<file path="config.mk">
export PLATFORM = sky130hd
export DESIGN_NAME = nrdiv_unit
export DESIGN_NICKNAME = d
export VERILOG_FILES = /design/src/rtl/nrdiv_pkg.sv /design/src/rtl/nrdiv_addsub.sv /design/src/rtl/nrdiv_ctrl.sv /design/src/rtl/nrdiv_datapath.sv /design/src/rtl/nrdiv_unit.sv
export SDC_FILE = /design/constraint.sdc
export NUM_CORES = 1
export LEC_CHECK = 0
export ABC_CLOCK_PERIOD_IN_PS = 2500
export CORE_MARGIN = 8
export CORE_UTILIZATION = 57
export DETAILED_ROUTE_END_ITERATION = 6
export DONT_BUFFER_PORTS = 1
export HOLD_SLACK_MARGIN = 0.15
export PLACE_DENSITY = 0.81
export SETUP_SLACK_MARGIN = 0.4
export SLEW_MARGIN = 20
export SYNTH_ARGS = -nofsm -noshare
export SYNTH_HDL_FRONTEND = slang
export SYNTH_SLANG_ARGS = --single-unit
</file>
<file path="constraint.sdc">
create_clock -name clk -period 2.5 [get_ports clk]
set_clock_uncertainty 0.1 [all_clocks]
set_input_delay 0.375 -clock clk [delete_from_list [all_inputs] [get_ports clk]]
set_output_delay 0.375 -clock clk [all_outputs]
set_load 0.05 [all_outputs]
</file>
<file path="src/rtl/nrdiv_pkg.sv">
package nrdiv_pkg;
  typedef enum logic {
    ST_IDLE = 1'b0,
    ST_RUN  = 1'b1
  } run_state_e;
endpackage

</file>
<file path="src/rtl/nrdiv_addsub.sv">
module nrdiv_addsub #(
  parameter int W  = 9,
  parameter int LO = 4
) (
  input  logic [W-1:0] a,
  input  logic [W-1:0] b,
  input  logic         sub,
  output logic [W-1:0] y
);
  logic [W-1:0] bx;
  assign bx = b ^ {W{sub}};

  generate
    if (LO > 0 && LO < W) begin : g_csel
      localparam int HI = W - LO;
      logic [LO:0]   lo_sum;
      logic [HI-1:0] hi_c0;
      logic [HI-1:0] hi_c1;
      assign lo_sum = {1'b0, a[LO-1:0]} + {1'b0, bx[LO-1:0]} + {{LO{1'b0}}, sub};
      assign hi_c0  = a[W-1:LO] + bx[W-1:LO];
      assign hi_c1  = a[W-1:LO] + bx[W-1:LO] + {{(HI-1){1'b0}}, 1'b1};
      assign y      = {(lo_sum[LO] ? hi_c1 : hi_c0), lo_sum[LO-1:0]};
    end else begin : g_ripple
      assign y = a + bx + {{(W-1){1'b0}}, sub};
    end
  endgenerate
endmodule

</file>
<file path="src/rtl/nrdiv_ctrl.sv">
module nrdiv_ctrl
  import nrdiv_pkg::*;
#(
  parameter int STEPS = 8
) (
  input  logic clk,
  input  logic rst,
  input  logic in_valid,
  output logic in_ready,
  output logic load,
  output logic step,
  output logic out_valid
);
  localparam int CW = (STEPS > 1) ? $clog2(STEPS) : 1;
  localparam int MW = $clog2(STEPS + 1) + 1;

  run_state_e    state;
  logic [CW-1:0] cnt;
  logic          last;

  assign in_ready = (state == ST_IDLE);
  assign load     = in_valid && in_ready;
  assign step     = (state == ST_RUN);
  assign last     = (cnt == CW'(STEPS - 1));

  always_ff @(posedge clk) begin
    if (rst) begin
      state     <= ST_IDLE;
      cnt       <= '0;
      out_valid <= 1'b0;
    end else begin
      out_valid <= 1'b0;
      if (load) begin
        state <= ST_RUN;
        cnt   <= '0;
      end else if (step) begin
        cnt <= cnt + 1'b1;
        if (last) begin
          state     <= ST_IDLE;
          out_valid <= 1'b1;
        end
      end
    end
  end

  // Checker-only latency monitor: edges since the last taken request.
  logic [MW-1:0] mon;
  always_ff @(posedge clk) begin
    if (rst)                      mon <= '1;
    else if (load)                mon <= '0;
    else if (mon != MW'(STEPS) && mon != '1) mon <= mon + 1'b1;
  end

  AST_PULSE_ONE: assert property (@(posedge clk) disable iff (rst)
    out_valid |=> !out_valid);
  AST_BUSY_NOT_READY: assert property (@(posedge clk) disable iff (rst)
    load |=> !in_ready);
  AST_LATENCY: assert property (@(posedge clk) disable iff (rst)
    out_valid |-> (mon == MW'(STEPS)));
  AST_READY_ON_DONE: assert property (@(posedge clk) disable iff (rst)
    out_valid |-> in_ready);
endmodule

</file>
<file path="src/rtl/nrdiv_datapath.sv">
module nrdiv_datapath #(
  parameter int DW = 8
) (
  input  logic          clk,
  input  logic          rst,
  input  logic          load,
  input  logic          step,
  input  logic [DW-1:0] dividend,
  input  logic [DW-1:0] divisor,
  output logic [DW-1:0] quot,
  output logic [DW-1:0] rem,
  output logic [DW-1:0] dsr_held
);
  localparam int PW = DW + 1;

  logic [PW-1:0] part;
  logic [DW-1:0] low;
  logic [DW-1:0] dsr;
  logic [DW-1:0] quo;
  logic          neg;
  logic [PW-1:0] win;
  logic [PW-1:0] sum;

  assign win = {part[DW-1:0], low[DW-1]};

  nrdiv_addsub #(.W(PW), .LO(PW / 2)) u_addsub (
    .a  (win),
    .b  ({1'b0, dsr}),
    .sub(~neg),
    .y  (sum)
  );

  always_ff @(posedge clk) begin
    if (rst) begin
      part <= '0;
      low  <= '0;
      dsr  <= '0;
      quo  <= '0;
      neg  <= 1'b0;
    end else if (load) begin
      part <= '0;
      low  <= dividend;
      dsr  <= divisor;
      quo  <= '0;
      neg  <= 1'b0;
    end else if (step) begin
      part <= sum;
      neg  <= sum[DW];
      low  <= {low[DW-2:0], 1'b0};
      quo  <= {quo[DW-2:0], ~sum[DW]};
    end
  end

  assign quot     = quo;
  assign rem      = neg ? (part[DW-1:0] + dsr) : part[DW-1:0];
  assign dsr_held = dsr;

  logic signed [PW:0] ps;
  logic signed [PW:0] ds;
  assign ps = $signed({part[DW], part});
  assign ds = $signed({2'b00, dsr});

  AST_PART_RANGE: assert property (@(posedge clk) disable iff (rst)
    (ds != 0) |-> ((ps < ds) && (ps >= -ds)));
endmodule

</file>
<file path="src/rtl/nrdiv_unit.sv">
module nrdiv_unit #(
  parameter int DW = 8
) (
  input  logic          clk,
  input  logic          rst,
  input  logic          in_valid,
  output logic          in_ready,
  input  logic [DW-1:0] in_dividend,
  input  logic [DW-1:0] in_divisor,
  output logic          out_valid,
  output logic [DW-1:0] out_quotient,
  output logic [DW-1:0] out_remainder
);
  logic          load;
  logic          step;
  logic [DW-1:0] dsr_held;

  nrdiv_ctrl #(.STEPS(DW)) u_ctrl (
    .clk      (clk),
    .rst      (rst),
    .in_valid (in_valid),
    .in_ready (in_ready),
    .load     (load),
    .step     (step),
    .out_valid(out_valid)
  );

  nrdiv_datapath #(.DW(DW)) u_dp (
    .clk     (clk),
    .rst     (rst),
    .load    (load),
    .step    (step),
    .dividend(in_dividend),
    .divisor (in_divisor),
    .quot    (out_quotient),
    .rem     (out_remainder),
    .dsr_held(dsr_held)
  );

  AST_REM_BELOW_DIVISOR: assert property (@(posedge clk) disable iff (rst)
    (out_valid && dsr_held != 0) |-> (out_remainder < dsr_held));
  AST_ZERO_DIVISOR: assert property (@(posedge clk) disable iff (rst)
    (out_valid && dsr_held == 0) |-> (out_quotient == '1));
  AST_HOLD_RESULT: assert property (@(posedge clk) disable iff (rst)
    (in_ready && !in_valid) |=> ($stable(out_quotient) && $stable(out_remainder)));
endmodule

</file>
# Word-level counts from Yosys, hierarchy flattened
# Index checks and enable logic that the tools add are counted.
# totals
register_bits,38
in_bits,19
output_inout_bits,18
# op_classes
addsub,6
eq_ne,1
muxes,8
bitwise,4
reduce_logical,4
# ops
operator,count
2-to-1 mux 8 bit,3
XOR 8 x 9 -> 9 bit,1
adder 8 bit,1
adder 4 x 4 -> 5 bit,1
adder 5 x 1 -> 5 bit,1
adder 5 x 1 -> 5 bit (second input constant),1
adder 5 bit,1
2-to-1 mux 5 bit,1
2-to-1 mux 1 bit,4
adder 3 x 1 -> 3 bit (second input constant),1
== test 3 bit (second input constant),1
NOT 1 bit,3
OR reduction 3 bit,1
nonzero test 2 bit,1
OR reduction 2 bit,1
logical AND 1 bit,1

# Depth between registers and ports, before layout
# logic_depth
word_depth,6
depth_mapped,10

# Hierarchy
# Synthesis repeated with hierarchy kept, for this count alone.
# unflattened
cells_unflattened,253
area_unflattened_um2,2342.2
# modules_own_cells
mod,n_inst,cells_each,area_per_inst_um2,seq_area_each_um2
nrdiv_datapath,1,185,1684.1,660.6
nrdiv_addsub,1,47,432.9,0.0
nrdiv_ctrl,1,21,225.2,100.1

# Worst setup path after synthesis
# OpenSTA, ideal clock, no wires.
# synth_timing
kind,reg2out
startpoint,register u_dp.part[0]
endpoint,output out_remainder[6]
arrival_time_ns,3.403
required_ns,2.025
path_slack_ns,-1.378
stages_incl_launch_ff,9
n_path_buf,0
path_cell_list,dfxtp_1 > ha_1 > inv_1 > fa_1 > nor2b_1 > o21ai_1 > a21boi_0 > nor2_1 > o311ai_0
# synth_via
elab_chain_len,2
# synth_lines
item,line_no,rtl
start: declaration,nrdiv_datapath.sv:16,logic [PW-1:0] part;
start signal: assignment,nrdiv_datapath.sv:47,part <= sum;
adder 8 bit,nrdiv_datapath.sv:55,assign rem = neg ? (part[DW-1:0] + dsr) : part[DW-1:0];
2-to-1 mux 8 bit,nrdiv_datapath.sv:55,
end: declaration,nrdiv_unit.sv:12,output logic [DW-1:0] out_remainder
# Every way passes these cells.

# Final worst setup path
# layout_timing
startpoint,register u_dp.part[1]
endpoint,output out_remainder[7]
# Same word-level chain as after synthesis.

==> summary.md <==
| Metric | Value |
|---|---|
| CTS Buf Count | 5 |
| Residual DRC count | 0 |
| Routed WL | 6230 um |
| Pwr per Cell Area | 710 nW/um2 |
| Synth async-reset ratio | 0% |
| Net count after synthesis | 306 |
| Core area | 3940 um2 |
| Initial DRT Pass Iterations | 4 |
| Final HPWL DP | 3870 um |
| Unrepaired setup endpoints after global routing | yes |
| IO buf count | 0 |
| IO Pins | 37 |
| Sequential-to-total area share from yosys stat | 33.1% |
| Post-synth top cells | 40 x nor2_1, 38 x dfxtp_1, 26 x a21oi_1 |
| CTS H-tree depth | 2 |
| Final setup vio count | 2 |
| WS Path Type | reg2out |
| Global router's overall resource usage | 19.3% |
| Avg Cell Area, Syn | 8.61 um2 |
| Most frequent cell after synthesis | nor2_1 |
| Synth area leaders | dfxtp_1 33%, ha_1 9.2%, mux2i_1 8.7% |
| Final Hold Fails | 0 |
| Slew HR | 55.6% |
| Number of nets in the final layout | 335 |
| Top cell type's share of synthesized area | 33.1% |
| DR vias | 2073 |
| DR WL/cell | 18.0 um |
| Die ar. | 6320 um2 |
| Final instance area | 3070 um2 |
| Clock Path Buffers | 2 |
| Worst-skew pair later-pin latency | 0.30 ns |
| Share of cells above drive strength 1 | 32.0% |
| Predominant post-synthesis flop cell | dfxtp_1 |
| Clk slew on worst S/H paths | 0.08 ns |
| Post-synth EDFFs | 0 |
| Synth warn | 0 |
| Utilization after layout | 77.8% |
| Cell Area, Synth | 2300 um2 |
| Arr. time, crit path | 2.12 ns |
| PnR worst setup slack | -0.0905 ns |
| Diode count | 0 |
| Startpoint Class | register |
| Final setup TNS | -0.158 ns |
| Synthesis-to-layout area growth | 33.4% |
| Synthesized instance count | 267 |
| Hold Path Class | in2reg |
| Antenna-violating nets left | 0 |
| Fmax | 0.386 GHz |
| Run status | finished, violations left |
| Largest net degree at the start of global routing | 43 |
| Crit path time final | 2.59 ns |
| Placer Congestion | 0.865 |
| First-pass GRT wire length | 9800 um |
| Actual slew at the worst max-slew pin | 0.663 ns |
| Clock sinks | 38 |
| Initial antenna violation count | 0 |
| Initial DRC Count | 109 |
| Placed Instance Area | 2540 um2 |
| Std cell rows | 23 |
| CTS Root Cell | clkbuf_8 |
| Final Cycle Share | 104% |
| DP Worst Slack | 0.140 ns |
| Die width | 79.5 um |
| #FFs+latches synth | 38 |
| Final Max Tran Viols | 0 |
| Critical Path Sink Type | output port |
| Die height | 79.5 um |
| Max_cap viols | 0 |
| Vias per inst | 5.97 |
| Post-synth top area cell | dfxtp_1 |
| Grt ovf | 0 |
| VDD IR max | 0.642 mV |
| Critical path required time | 2.03 ns |
| Failing checks | setup timing |
| Initial Utilization | 58.3% |
| Synth unique cells | 46 |
| CTS tree | yes |
| Pleak | 1.21 nW |
| Number of global-route vias before repair | 2067 |
| Crit-path max FO | 4 |
==> logic make-up after synthesis <==
group / Yosys count / synth area share, %
AND/OR/NAND/NOR: 93 / 19.3
AO/OA/AOI/OAI: 54 / 14.8
adder cells (fa/ha/maj): 20 / 11.9
flip-flops: 38 / 33.1
multiplexers: 23 / 10.2
buffers and inverters: 21 / 3.92
XOR/XNOR: 18 / 6.86
==> cell type report <==
class / count / area [um2]
inverter: 8 / 30.0
timing repair buffer: 35 / 329
tap: 50 / 62.6
clock buffer: 6 / 82.6
sequential: 38 / 782
fill: 254 / 876
clock inverter: 2 / 12.5
multi-input combinational: 208 / 1770
==> placed cells by master, fill, tap and decap left out, types with 6 or more instances in the layout <==
cell	count
inv_1	7
clkbuf_8	6
xnor2_2	8
dfxtp_1	31
dlygate4sd3_1	9
ha_4	6
a21oi_1	22
mux2i_1	19
nor2_1	37
xnor2_1	9
buf_4	15
nand2_1	23
ha_1	10
buf_6	9
==> critical path: stages, from the launching register on <==
cell	delay, ns
dfxtp_4	0.37
ha_4	0.25
a211oi_4	0.28
o21ai_2	0.11
a2111o_1	0.39
a21oi_1	0.11
nand4b_1	0.13
buf_6	0.17
==> power by group <==
group	internal (mW)	switching, mW	total, mW	leakage [nW]
Clock	0.222	0.230	0.452	0.0472
Sequential	0.642	0.0591	0.701	0.315
Combinational	0.494	0.529	1.02	0.851
==> routing by layer <==
layer / track usage, % / vias to the layer above / part of all wire [%]
li1: - / 984 / -
met1: 21.0 / 1006 / 41
met2: 34.6 / 67 / 52
met3: 5.63 / 16 / 5.6
met4: 6.67 / 0 / 1.8
met5: 0 / - / 0
==> stage by stage <==
| stage | total power [mW] | hold slack (ns) | cells |
|---|---|---|---|
| 4_1_cts | 2.07 | 0.156 | 343 |
| 5_1_grt | 2.27 | 0.188 | 347 |
| 2_1_floorplan | 1.31 | 0.358 | 267 |
| 3_3_place_gp | 1.41 | 0.339 | 316 |
| 6_report | 2.18 | 0.159 | 347 |
| 3_5_place_dp | 1.43 | 0.342 | 316 |
==> final timing paths <==
kind | start | to | slack (ns) | cells past startpoint
max | u_dp.part[1] | out_remainder[7] | -0.09 | 7
min | in_valid | u_ctrl.step | 0.16 | 2
max reg2reg | u_dp.dsr_held[0] | u_dp.quot[0] | 0.06 | 11
min reg2reg | u_dp.low[0] | u_dp.low[1] | 0.40 | 2
==> flip-flops by register name (all words and copies together), names as in the netlist <==
signal / count
u_dp.quot: 8
u_dp.part: 8
u_dp.low: 8
u_ctrl.cnt: 3
u_ctrl.step: 1
u_dp.neg: 1
u_dp.dsr_held: 8
u_ctrl.out_valid: 1
==> what timing repair did <==
item                                    4_1_cts  5_1_grt
pin swaps                                    16        9
gates resized for setup                      29       18
endpoints found under the hold margin        17        0
hold buffers                                  9        0
buffers inserted                             10        4
endpoints found under the setup margin       13       13
cloned                                        0        0
No activity file was read; power rests on OpenSTA's default activity.
